--- src/rtl/tsb_pkg.sv ---
package tsb_pkg;

    localparam int TSB_DATA_W = 32;
    localparam int TSB_CS_W   = 8;
    localparam int TSB_CNT_W  = $clog2(TSB_DATA_W);
    localparam int TSB_POS_W  = $clog2(TSB_DATA_W + 2) + 1;

    typedef logic [TSB_POS_W-1:0] tsb_pos_t;

    typedef struct packed {
        logic [TSB_CNT_W-1:0]  count;
        logic [TSB_CNT_W-1:0]  mid;
        logic                  head_en;
        logic                  mid_en;
        logic                  bypass;
        logic [TSB_DATA_W-1:0] prim;
        logic [TSB_DATA_W-1:0] alt;
        logic [TSB_DATA_W-1:0] mask;
        logic [TSB_CS_W-1:0]   cs_a;
        logic [TSB_CS_W-1:0]   cs_b;
    } tsb_cfg_t;

    typedef struct packed {
        logic                busy;
        logic                phase;
        tsb_pos_t            pos;
    } tsb_seq_t;

    function automatic tsb_pos_t tsb_data_len(input logic [TSB_CNT_W-1:0] cnt,
                                              input int unsigned min_cnt);
        tsb_pos_t c;
        c = tsb_pos_t'(cnt);
        if (c < tsb_pos_t'(min_cnt))
            c = tsb_pos_t'(min_cnt);
        return c + tsb_pos_t'(1);
    endfunction

    function automatic logic tsb_pick(input logic byp, input logic sel,
                                      input logic p, input logic a);
        return (byp || !sel) ? p : a;
    endfunction

endpackage

--- src/rtl/tsb_cfg_latch.sv ---
module tsb_cfg_latch
    import tsb_pkg::*;
(
    input  logic     clk,
    input  logic     rst,
    input  logic     load,
    input  tsb_cfg_t cfg_in,
    output tsb_cfg_t cfg_q
);

    always_ff @(posedge clk) begin
        if (rst)
            cfg_q <= '0;
        else if (load)
            cfg_q <= cfg_in;
    end

endmodule

--- src/rtl/tsb_frame_seq.sv ---
module tsb_frame_seq
    import tsb_pkg::*;
(
    input  logic     clk,
    input  logic     rst,
    input  logic     accept,
    input  logic     tick,
    input  tsb_pos_t last_pos,
    output tsb_seq_t seq,
    output logic     done
);

    tsb_seq_t nxt;
    logic     end_now;

    always_comb begin
        nxt     = seq;
        end_now = 1'b0;
        if (accept) begin
            nxt.busy  = 1'b1;
            nxt.phase = 1'b0;
            nxt.pos   = '0;
        end else if (seq.busy && tick) begin
            if (!seq.phase) begin
                nxt.phase = 1'b1;
            end else begin
                nxt.phase = 1'b0;
                if (seq.pos == last_pos) begin
                    nxt.busy = 1'b0;
                    nxt.pos  = '0;
                    end_now  = 1'b1;
                end else begin
                    nxt.pos = seq.pos + tsb_pos_t'(1);
                end
            end
        end
    end

    always_ff @(posedge clk) begin
        if (rst) begin
            seq  <= '0;
            done <= 1'b0;
        end else begin
            seq  <= nxt;
            done <= end_now;
        end
    end

endmodule

--- src/rtl/tsb_bit_mapper.sv ---
module tsb_bit_mapper
    import tsb_pkg::*;
#(
    parameter int unsigned MIN_CNT = 3
) (
    input  tsb_cfg_t             cfg,
    input  tsb_seq_t             seq,
    output tsb_pos_t             last_pos,
    output logic                 sdo,
    output logic                 sck,
    output logic [TSB_CS_W-1:0]  cs_out
);

    tsb_pos_t              n_data;
    tsb_pos_t              split;
    tsb_pos_t              q;
    tsb_pos_t              j;
    logic [TSB_CNT_W-1:0]  idx;
    logic                  is_head;
    logic                  is_mid;
    logic                  second;
    logic                  bit_val;

    always_comb begin
        n_data   = tsb_data_len(cfg.count, MIN_CNT);
        split    = (tsb_pos_t'(cfg.mid) > n_data) ? n_data : tsb_pos_t'(cfg.mid);
        last_pos = n_data + tsb_pos_t'(cfg.head_en) + tsb_pos_t'(cfg.mid_en)
                   - tsb_pos_t'(1);
        is_head  = cfg.head_en && (seq.pos == '0);
        q        = seq.pos - tsb_pos_t'(cfg.head_en);
        is_mid   = cfg.mid_en && (q == split);
        j        = q - tsb_pos_t'(cfg.mid_en && (q > split));
        idx      = TSB_CNT_W'(n_data - tsb_pos_t'(1) - j);
        second   = !is_head && (q >= split);
        if (is_head || is_mid)
            bit_val = 1'b0;
        else
            bit_val = tsb_pick(cfg.bypass, cfg.mask[idx], cfg.prim[idx], cfg.alt[idx]);
        sdo    = seq.busy && bit_val;
        sck    = seq.busy && seq.phase;
        cs_out = !seq.busy ? '0 : (second ? cfg.cs_b : cfg.cs_a);
    end

endmodule

--- src/rtl/tsb_serializer.sv ---
module tsb_serializer
    import tsb_pkg::*;
#(
    parameter int unsigned MIN_CNT = 3
) (
    input  logic                   clk,
    input  logic                   rst,
    input  logic                   bit_tick,
    input  logic                   start,
    input  logic [TSB_CNT_W-1:0]   cfg_count,
    input  logic [TSB_CNT_W-1:0]   mid_pos,
    input  logic                   ins_head,
    input  logic                   ins_mid,
    input  logic                   bypass,
    input  logic [TSB_DATA_W-1:0]  prim_word,
    input  logic [TSB_DATA_W-1:0]  alt_word,
    input  logic [TSB_DATA_W-1:0]  sel_mask,
    input  logic [TSB_CS_W-1:0]    cs_first,
    input  logic [TSB_CS_W-1:0]    cs_second,
    output logic                   sdo,
    output logic                   sck,
    output logic [TSB_CS_W-1:0]    cs_out,
    output logic                   busy,
    output logic                   done
);

    tsb_cfg_t cfg_in;
    tsb_cfg_t cfg_q;
    tsb_seq_t seq;
    tsb_pos_t last_pos;
    logic     accept;

    assign accept = start && !seq.busy;
    assign busy   = seq.busy;

    always_comb begin
        cfg_in.count   = cfg_count;
        cfg_in.mid     = mid_pos;
        cfg_in.head_en = ins_head;
        cfg_in.mid_en  = ins_mid;
        cfg_in.bypass  = bypass;
        cfg_in.prim    = prim_word;
        cfg_in.alt     = alt_word;
        cfg_in.mask    = sel_mask;
        cfg_in.cs_a    = cs_first;
        cfg_in.cs_b    = cs_second;
    end

    tsb_cfg_latch u_cfg (
        .clk    (clk),
        .rst    (rst),
        .load   (accept),
        .cfg_in (cfg_in),
        .cfg_q  (cfg_q)
    );

    tsb_frame_seq u_seq (
        .clk      (clk),
        .rst      (rst),
        .accept   (accept),
        .tick     (bit_tick),
        .last_pos (last_pos),
        .seq      (seq),
        .done     (done)
    );

    tsb_bit_mapper #(.MIN_CNT(MIN_CNT)) u_map (
        .cfg      (cfg_q),
        .seq      (seq),
        .last_pos (last_pos),
        .sdo      (sdo),
        .sck      (sck),
        .cs_out   (cs_out)
    );

endmodule

--- config.mk ---
export PLATFORM = sky130hd
export DESIGN_NAME = tsb_serializer
export DESIGN_NICKNAME = d
export VERILOG_FILES = /design/src/rtl/tsb_pkg.sv /design/src/rtl/tsb_cfg_latch.sv /design/src/rtl/tsb_frame_seq.sv /design/src/rtl/tsb_bit_mapper.sv /design/src/rtl/tsb_serializer.sv
export SDC_FILE = /design/constraint.sdc
export NUM_CORES = 1
export LEC_CHECK = 0
export ABC_CLOCK_PERIOD_IN_PS = 6650
export CAP_MARGIN = 0
export CORE_MARGIN = 2
export CORE_UTILIZATION = 52
export CTS_CLUSTER_DIAMETER = 200
export DETAILED_ROUTE_END_ITERATION = 10
export PLACE_DENSITY = 0.81
export SETUP_SLACK_MARGIN = 0.15
export SLEW_MARGIN = 20
export SYNTH_ARGS = -nofsm -noshare
export SYNTH_HDL_FRONTEND = slang
export SYNTH_SLANG_ARGS = --single-unit
--- constraint.sdc ---
create_clock -name clk -period 6.65 [get_ports clk]
set_input_delay 0.665 -clock clk [delete_from_list [all_inputs] [get_ports clk]]
set_output_delay 0.665 -clock clk [all_outputs]
set_load 0.02 [all_outputs]
[After elaboration in Yosys (flattened, before gate mapping)]
Index checks and enable logic that the tools add are counted.
Storage, ports and cells
  register bits after elaboration: 135
  bits in latches: 0
  memory bits (writable): 0
  memory bits (read-only): 0
  input port bits: 129
  output and inout bits: 12
  logic and storage cells: 73
  memories: 0
Operators by class
  add/sub/neg operators: 9
  $mul: 0
  divide/modulo/power cells: 0
  $lt $le $gt $ge: 5
  eq/ne operators: 2
  shift-type cells: 0
  mux-type cells: 20
  bitwise operators: 2
  reductions and logical operators: 21
Operator list (count)
  9-bit two-way mux: 2
  8-bit two-way mux: 2
  1-bit binary-select mux with 5-bit select: 3
  7-bit == test: 2
  7-bit two-way mux: 2
  1-bit two-way mux: 9
  1-bit logical AND: 8
  6-bit by 1-bit adder with 7-bit output: 1
  7-bit by 1-bit adder with 7-bit output: 1
  7-bit by 1-bit adder with 7-bit output, second input constant: 1
  7-bit greater-or-equal comparator: 1
  7-bit greater-than comparator: 1
  7-bit zero test: 1
  7-bit by 1-bit subtractor with 7-bit output: 1
  7-bit by 1-bit subtractor with 7-bit output, second input constant: 1
  5-bit by 1-bit adder with 6-bit output, second input constant: 1
  5-bit by 6-bit greater-than comparator with 1-bit output: 1
  5-bit by 6-bit less-than comparator with 1-bit output, second input constant: 1
  6-bit two-way mux: 1
  2-bit nonzero test: 3
  5-bit by 2-bit less-than comparator with 1-bit output, second input constant: 1
  5-bit two-way mux: 1
  5-bit by 1-bit subtractor with 5-bit output: 1
  5-bit by 1-bit subtractor with 5-bit output, second input constant: 1
  8 further kinds: 12

[Logic depth before layout (Yosys ltp)]
  depth after elaboration: 16
  gate-level depth with buffers: 29
  mapped depth without buffers: 28

[Cells and area by module]
From an unflattened synthesis, not the netlist that was laid out.
Unflattened totals
  cells, all modules: 647
  area, all modules: 6880.3 um2
Modules (own cells, without submodules)
  tsb_cfg_latch: times used 1, cells each 403, area each 4424.2 um2, seq. area each 2502.4 um2
  tsb_bit_mapper: times used 1, cells each 185, area each 1876.8 um2, seq. area each 0.0 um2
  tsb_frame_seq: times used 1, cells each 58, area each 565.5 um2, seq. area each 200.2 um2
  tsb_serializer: times used 1, cells each 1, area each 13.8 um2, seq. area each 0.0 um2

[Least setup slack after synthesis]
Ideal clock, no wire load.
  path kind: register to output
  start: reg, netlist name u_cfg.cfg_q[124]
  end: out sdo
  arrival: 5725 ps
  data required time: 5985 ps
  slack: 260 ps
  cell stages (with the launch flop): 28
  buffers on the path: 2
  cells stage by stage: dfxtp_1 nor3_1 or2_2 ha_1 inv_1 ha_1 nor2b_1 o21a_1 o21ai_0 nand2b_1 a21oi_1 nor2_1 mux2i_1 ha_1 a21o_1 a21oi_1 o211ai_1 nand2_1 fa_1 fa_1 buf_2 clkbuf_1 mux4_2 mux2i_1 nand3_1 o211ai_2 a21oi_2 mux2i_1
On the way
  longest elaborated chain between the ends: 16
  elaborated cells on any way between the ends: 24
  those cells by class: add/sub: 4; order compare: 3; eq/ne: 1; mux: 10; reduce/logical: 6
Ends and longest elaborated chain
  5-bit by 2-bit less-than comparator with 1-bit output: line tsb_pkg.sv:33  | if (c < tsb_pos_t'(min_cnt))
  5-bit two-way mux *: line tsb_pkg.sv:33
  5-bit by 1-bit adder with 6-bit output *: line tsb_pkg.sv:35  | return c + tsb_pos_t'(1);
  5-bit by 6-bit greater-than comparator with 1-bit output: line tsb_bit_mapper.sv:26  | split = (tsb_pos_t'(cfg.mid) > n_data) ? n_data : tsb_pos_t'(cfg.mid);
  6-bit two-way mux: line tsb_bit_mapper.sv:26
  7-bit greater-than comparator: line tsb_bit_mapper.sv:32  | j = q - tsb_pos_t'(cfg.mid_en && (q > split));
  1-bit logical AND: line tsb_bit_mapper.sv:32
  5-bit by 1-bit subtractor with 5-bit output: line tsb_bit_mapper.sv:32
  5-bit subtractor: line tsb_bit_mapper.sv:33  | idx = TSB_CNT_W'(n_data - tsb_pos_t'(1) - j);
  1-bit binary-select mux with 5-bit select: line tsb_bit_mapper.sv:38  | bit_val = tsb_pick(cfg.bypass, cfg.mask[idx], cfg.prim[idx], cfg.alt[idx]);
  1-bit two-way mux (not written as such): line tsb_bit_mapper.sv:38
  1-bit zero test: line tsb_pkg.sv:40  | return (byp || !sel) ? p : a;
  1-bit logical OR: line tsb_pkg.sv:40
  1-bit two-way mux: line tsb_pkg.sv:40
  1-bit two-way mux *: line tsb_bit_mapper.sv:35  | if (is_head || is_mid)
  1-bit logical AND *: line tsb_bit_mapper.sv:39  | sdo = seq.busy && bit_val;
  end, declared: line tsb_serializer.sv:20  | output logic sdo,
Mark *: on every way between the ends. The rest lies on a longest branch, timed or not. The select of a mux whose other input is x is not followed.

[Worst setup path after layout]
  start: reg, netlist name u_cfg.cfg_q[122]
  end: out sdo
On the way
  longest elaborated chain between the ends: 16
  elaborated cells on any way between the ends: 24
  those cells by class: add/sub: 4; order compare: 3; eq/ne: 1; mux: 10; reduce/logical: 6
Ends and longest elaborated chain (line)
  5-bit by 2-bit less-than comparator with 1-bit output: tsb_pkg.sv:33
  5-bit two-way mux *: tsb_pkg.sv:33
  5-bit by 1-bit adder with 6-bit output *: tsb_pkg.sv:35
  5-bit by 6-bit greater-than comparator with 1-bit output: tsb_bit_mapper.sv:26
  6-bit two-way mux: tsb_bit_mapper.sv:26
  7-bit greater-than comparator: tsb_bit_mapper.sv:32
  1-bit logical AND: tsb_bit_mapper.sv:32
  5-bit by 1-bit subtractor with 5-bit output: tsb_bit_mapper.sv:32
  5-bit subtractor: tsb_bit_mapper.sv:33
  1-bit binary-select mux with 5-bit select: tsb_bit_mapper.sv:38
  1-bit two-way mux (not written as such): tsb_bit_mapper.sv:38
  1-bit zero test: tsb_pkg.sv:40
  1-bit logical OR: tsb_pkg.sv:40
  1-bit two-way mux: tsb_pkg.sv:40
  1-bit two-way mux *: tsb_bit_mapper.sv:35
  1-bit logical AND *: tsb_bit_mapper.sv:39
Marks and branches as above.

==> results.md <==
- Syn Area/Cell: between 8 and 9 sq um
- Die height: 118 um
- Cts bufs inserted: 17
- RSZ-0062 raised after global routing: yes
- Cell area after layout: approximately 9300 sq um
- WP data arrival: roughly 6000 ps
- FF-to-FF path depth: 18
- Final nets: 1,107
- GR Util All Layers: 27.2%
- Crit Path Max Fanout: 5
- Max-slew headroom: 41.8%
- Slew @ Worst Pin: ~870 ps
- Vias in the first global route: roughly 6,200
- Setup slack, reg-to-reg: 3080 ps
- Status: completed
- Input/output buffers: 140
- GP Congestion: between 0.8 and 0.9
- Max-cap violations: 0
- HP Class: flop to flop
- Worst path max stage delay: around 620 ps
- Placed inst area: 8310 sq um
- Reg-to-reg startpoint: u_cfg.cfg_q[122]
- Peak supply drop: 0.262 mV
- Layout fillers: between 800 and 900
- Count of cell types in the netlist: between 50 and 60
- Post-Syn Nets: slightly below 1,000
- Ys flop type: dfxtp_1
- Drt total wl: slightly below 20 mm
- Crit path capture type: primary output
- #FFs+latches synth: 135
- WP depth: 28
- Sequential-to-total area share from yosys stat: 40.0%
- Post-Syn Instances: just over 800
- HPWL Detailed: 11.9 mm
- Antenna cells: 0
- Via count: 6,273
- Crit path kind: flop to primary output
- Wire length of the first global-routing pass: 30.1 mm
- Initial Util: 53.4%
- Final core occ: 73.7%
- Placement Rows: 41
- Layout cell share with drive strength beyond 1: 15.0%
- Syn Std Cell Area: 6760 sq um
- Final Hold Fails: 0
- Core area: 12,700 sq um
- Overflow after GRT: 0
- Clk buf depth: 2
- Clock latency on the worst-skew pair: 430 ps
- CP Data Required Time: 5980 ps
- FMAX: 0.151 GHz
- P_leak: 0.00367 uW
- Initial antenna violation count: 0
- Setup violators final: 0
- Startpoint types: flop
- Number of enable flip-flop cells after synthesis: 0
- Period Utilization, post-route: 99.4%
- Post-route DRC: 0
- CP Launch Point: u_cfg.cfg_q[122]
- Worst r2r dst: u_seq.seq[3]
- Iter 0 DRT Violations: 529
- Critical path's slowest cell: fa_2
- Hold_buf cts: 0
- Clk slew on worst S/H paths: 60 ps
- Die area: roughly 14,000 sq um
- DR vias/cell: 5.54
- Delay-heaviest family, CP: adder cells
- WP buf/inv: 4
- Setup skew after layout: roughly 9 ps
- Ys async rst share: 0%
- Yosys Warn Count: 0
- IO Count: 141
- Die X: 118 um
- Crit path setup slack, layout: 38.1 ps
- CTS H-tree depth: 4
- Area delta synth->final: 38.1%
- Dpl ws: -137 ps
- Setup crit end: sdo
- Root buffer cell: clkbuf_16
- Post-route ant nets: 0
- DR pass1 iterations: 5
- Clock tree from TritonCTS: yes
- Pin count of the biggest net entering global routing: 90
- WL/cell: 17.4 um
- Pwr/cell area: 304 nW/um^2
- Crit path time final: 6610 ps
- Max-slew violation count: 0
- CTS Sinks: 135
## repair_timing
action,in CTS,in global routing
gates resized for setup,31,18
pin swaps,14,19
setup buffers,14,4
endpoints found under the setup margin,1,1
gates cloned,2,0
## cells in the final DEF (no fill, tap or decap), drive strengths merged, types with 11 or more instances in the layout
cell type / count
nand2: 261
mux2i: 20
nor2: 11
xnor2: 11
ha: 26
buf: 43
dfxtp: 135
inv: 22
clkdlybuf4s50: 138
clkbuf: 18
mux4: 24
a21oi: 140
nand3: 13
xor2: 12
nor2b: 14
## cells by family after synthesis
| logic type | after synthesis | share of synthesized area (%) |
|---|---|---|
| adders and majority gates | 29 | 5.70 |
| buffers and inverters | 74 | 4.87 |
| other | 1 | 0.0555 |
| and+or+nand+nor | 323 | 20.2 |
| DFF | 135 | 40.0 |
| xor gates and xnor gates | 24 | 3.72 |
| muxes | 47 | 11.6 |
| AOI/OAI and AO/OA | 172 | 13.9 |
## layout make-up
cell class	instances	area [sq um]	share of cell area, %
clock buffer	18	429	4.60
multi-input combinational	596	3910	41.9
timing repair buffer	181	1790	19.1
tap	172	215	2.31
inverter	18	72.6	0.777
clock inverter	13	218	2.33
sequential	135	2710	29.0
## Yosys cell counts (2+ instances only)
| cell | n | area share (%) |
|---|---|---|
| nand2_1 | 261 | 14 |
| a21oi_1 | 139 | 10 |
| dfxtp_1 | 135 | 40 |
| clkbuf_1 | 38 | 2.1 |
| ha_1 | 26 | 4.8 |
| mux4_2 | 21 | 7.0 |
| mux2i_1 | 20 | 3.0 |
| inv_1 | 18 | 1.0 |
| nor2b_1 | 13 | 1.2 |
| nand3_1 | 12 | 0.89 |
| xor2_1 | 12 | 1.6 |
| nor2_1 | 10 | 0.56 |
| xnor2_1 | 9 | 1.2 |
| o21ai_0 | 8 | 0.59 |
| buf_1 | 6 | 0.33 |
| buf_6 | 5 | 0.83 |
| a21o_1 | 4 | 0.44 |
| buf_2 | 4 | 0.30 |
| a211oi_1 | 3 | 0.33 |
| a221oi_1 | 3 | 0.39 |
| fa_1 | 3 | 0.89 |
| mux2_2 | 3 | 0.50 |
| mux4_1 | 3 | 1.2 |
| nand2b_1 | 3 | 0.28 |
| nor3_1 | 3 | 0.22 |
| o21a_1 | 3 | 0.33 |
| or3_1 | 3 | 0.28 |
| a31oi_1 | 2 | 0.19 |
| and3_1 | 2 | 0.19 |
| buf_4 | 2 | 0.22 |
| nand4b_1 | 2 | 0.26 |
| nor3b_1 | 2 | 0.22 |
| o211a_1 | 2 | 0.30 |
| o211ai_1 | 2 | 0.22 |
## metrics by stage
step	power, uW	cells	TNS [ps]	hold WS [ps]
final	2840	1133	0	456
after global routing	2940	1133	-201	475
after CTS	2770	1129	0	454
after detailed placement	1610	1082	-137	446
after global placement	1600	1082	0	441
after floorplan	1390	805	0	432
## per-layer routing
metal  part of all wire (%)  global-route usage [%]  up-vias
met5                      0                       0        -
met1                     39                    32.1     2977
met3                    4.6                    6.40       63
li1                       -                       -     3005
met4                    4.1                    11.7        0
met2                     52                    47.1      228
## worst min-delay path, stage by stage, from the launching register on
cell and delay (ps):
dfxtp_1 310, nand2_1 50, a21oi_1 50
## registers in the layout (all words and copies together), names as in the netlist
| register | flops |
|---|---|
| u_seq.done | 1 |
| u_seq.seq | 9 |
| u_cfg.cfg_q | 125 |
## power breakdown
part           leakage (uW)  switching [uW]  internal [uW]  total [uW]
clock network      0.000313             375            669        1040
registers           0.00111            32.8            856         889
logic               0.00224             430            477         907
total               0.00367             838           2000        2840
## worst min path at each step
| stage | startpoint | endpoint | slack, ps | cells after the start |
|---|---|---|---|---|
| 5_1_grt | u_cfg.cfg_q[74] | u_cfg.cfg_q[74] | 480 | 2 |
| 4_1_cts | u_cfg.cfg_q[0] | u_cfg.cfg_q[0] | 450 | 2 |
| 6_report | u_cfg.cfg_q[0] | u_cfg.cfg_q[0] | 460 | 2 |
| 3_5_place_dp | u_cfg.cfg_q[0] | u_cfg.cfg_q[0] | 450 | 2 |
| 2_1_floorplan | u_cfg.cfg_q[38] | u_cfg.cfg_q[38] | 430 | 2 |
| 3_3_place_gp | u_cfg.cfg_q[77] | u_cfg.cfg_q[77] | 440 | 2 |
Power figures use the tool's default switching activity.
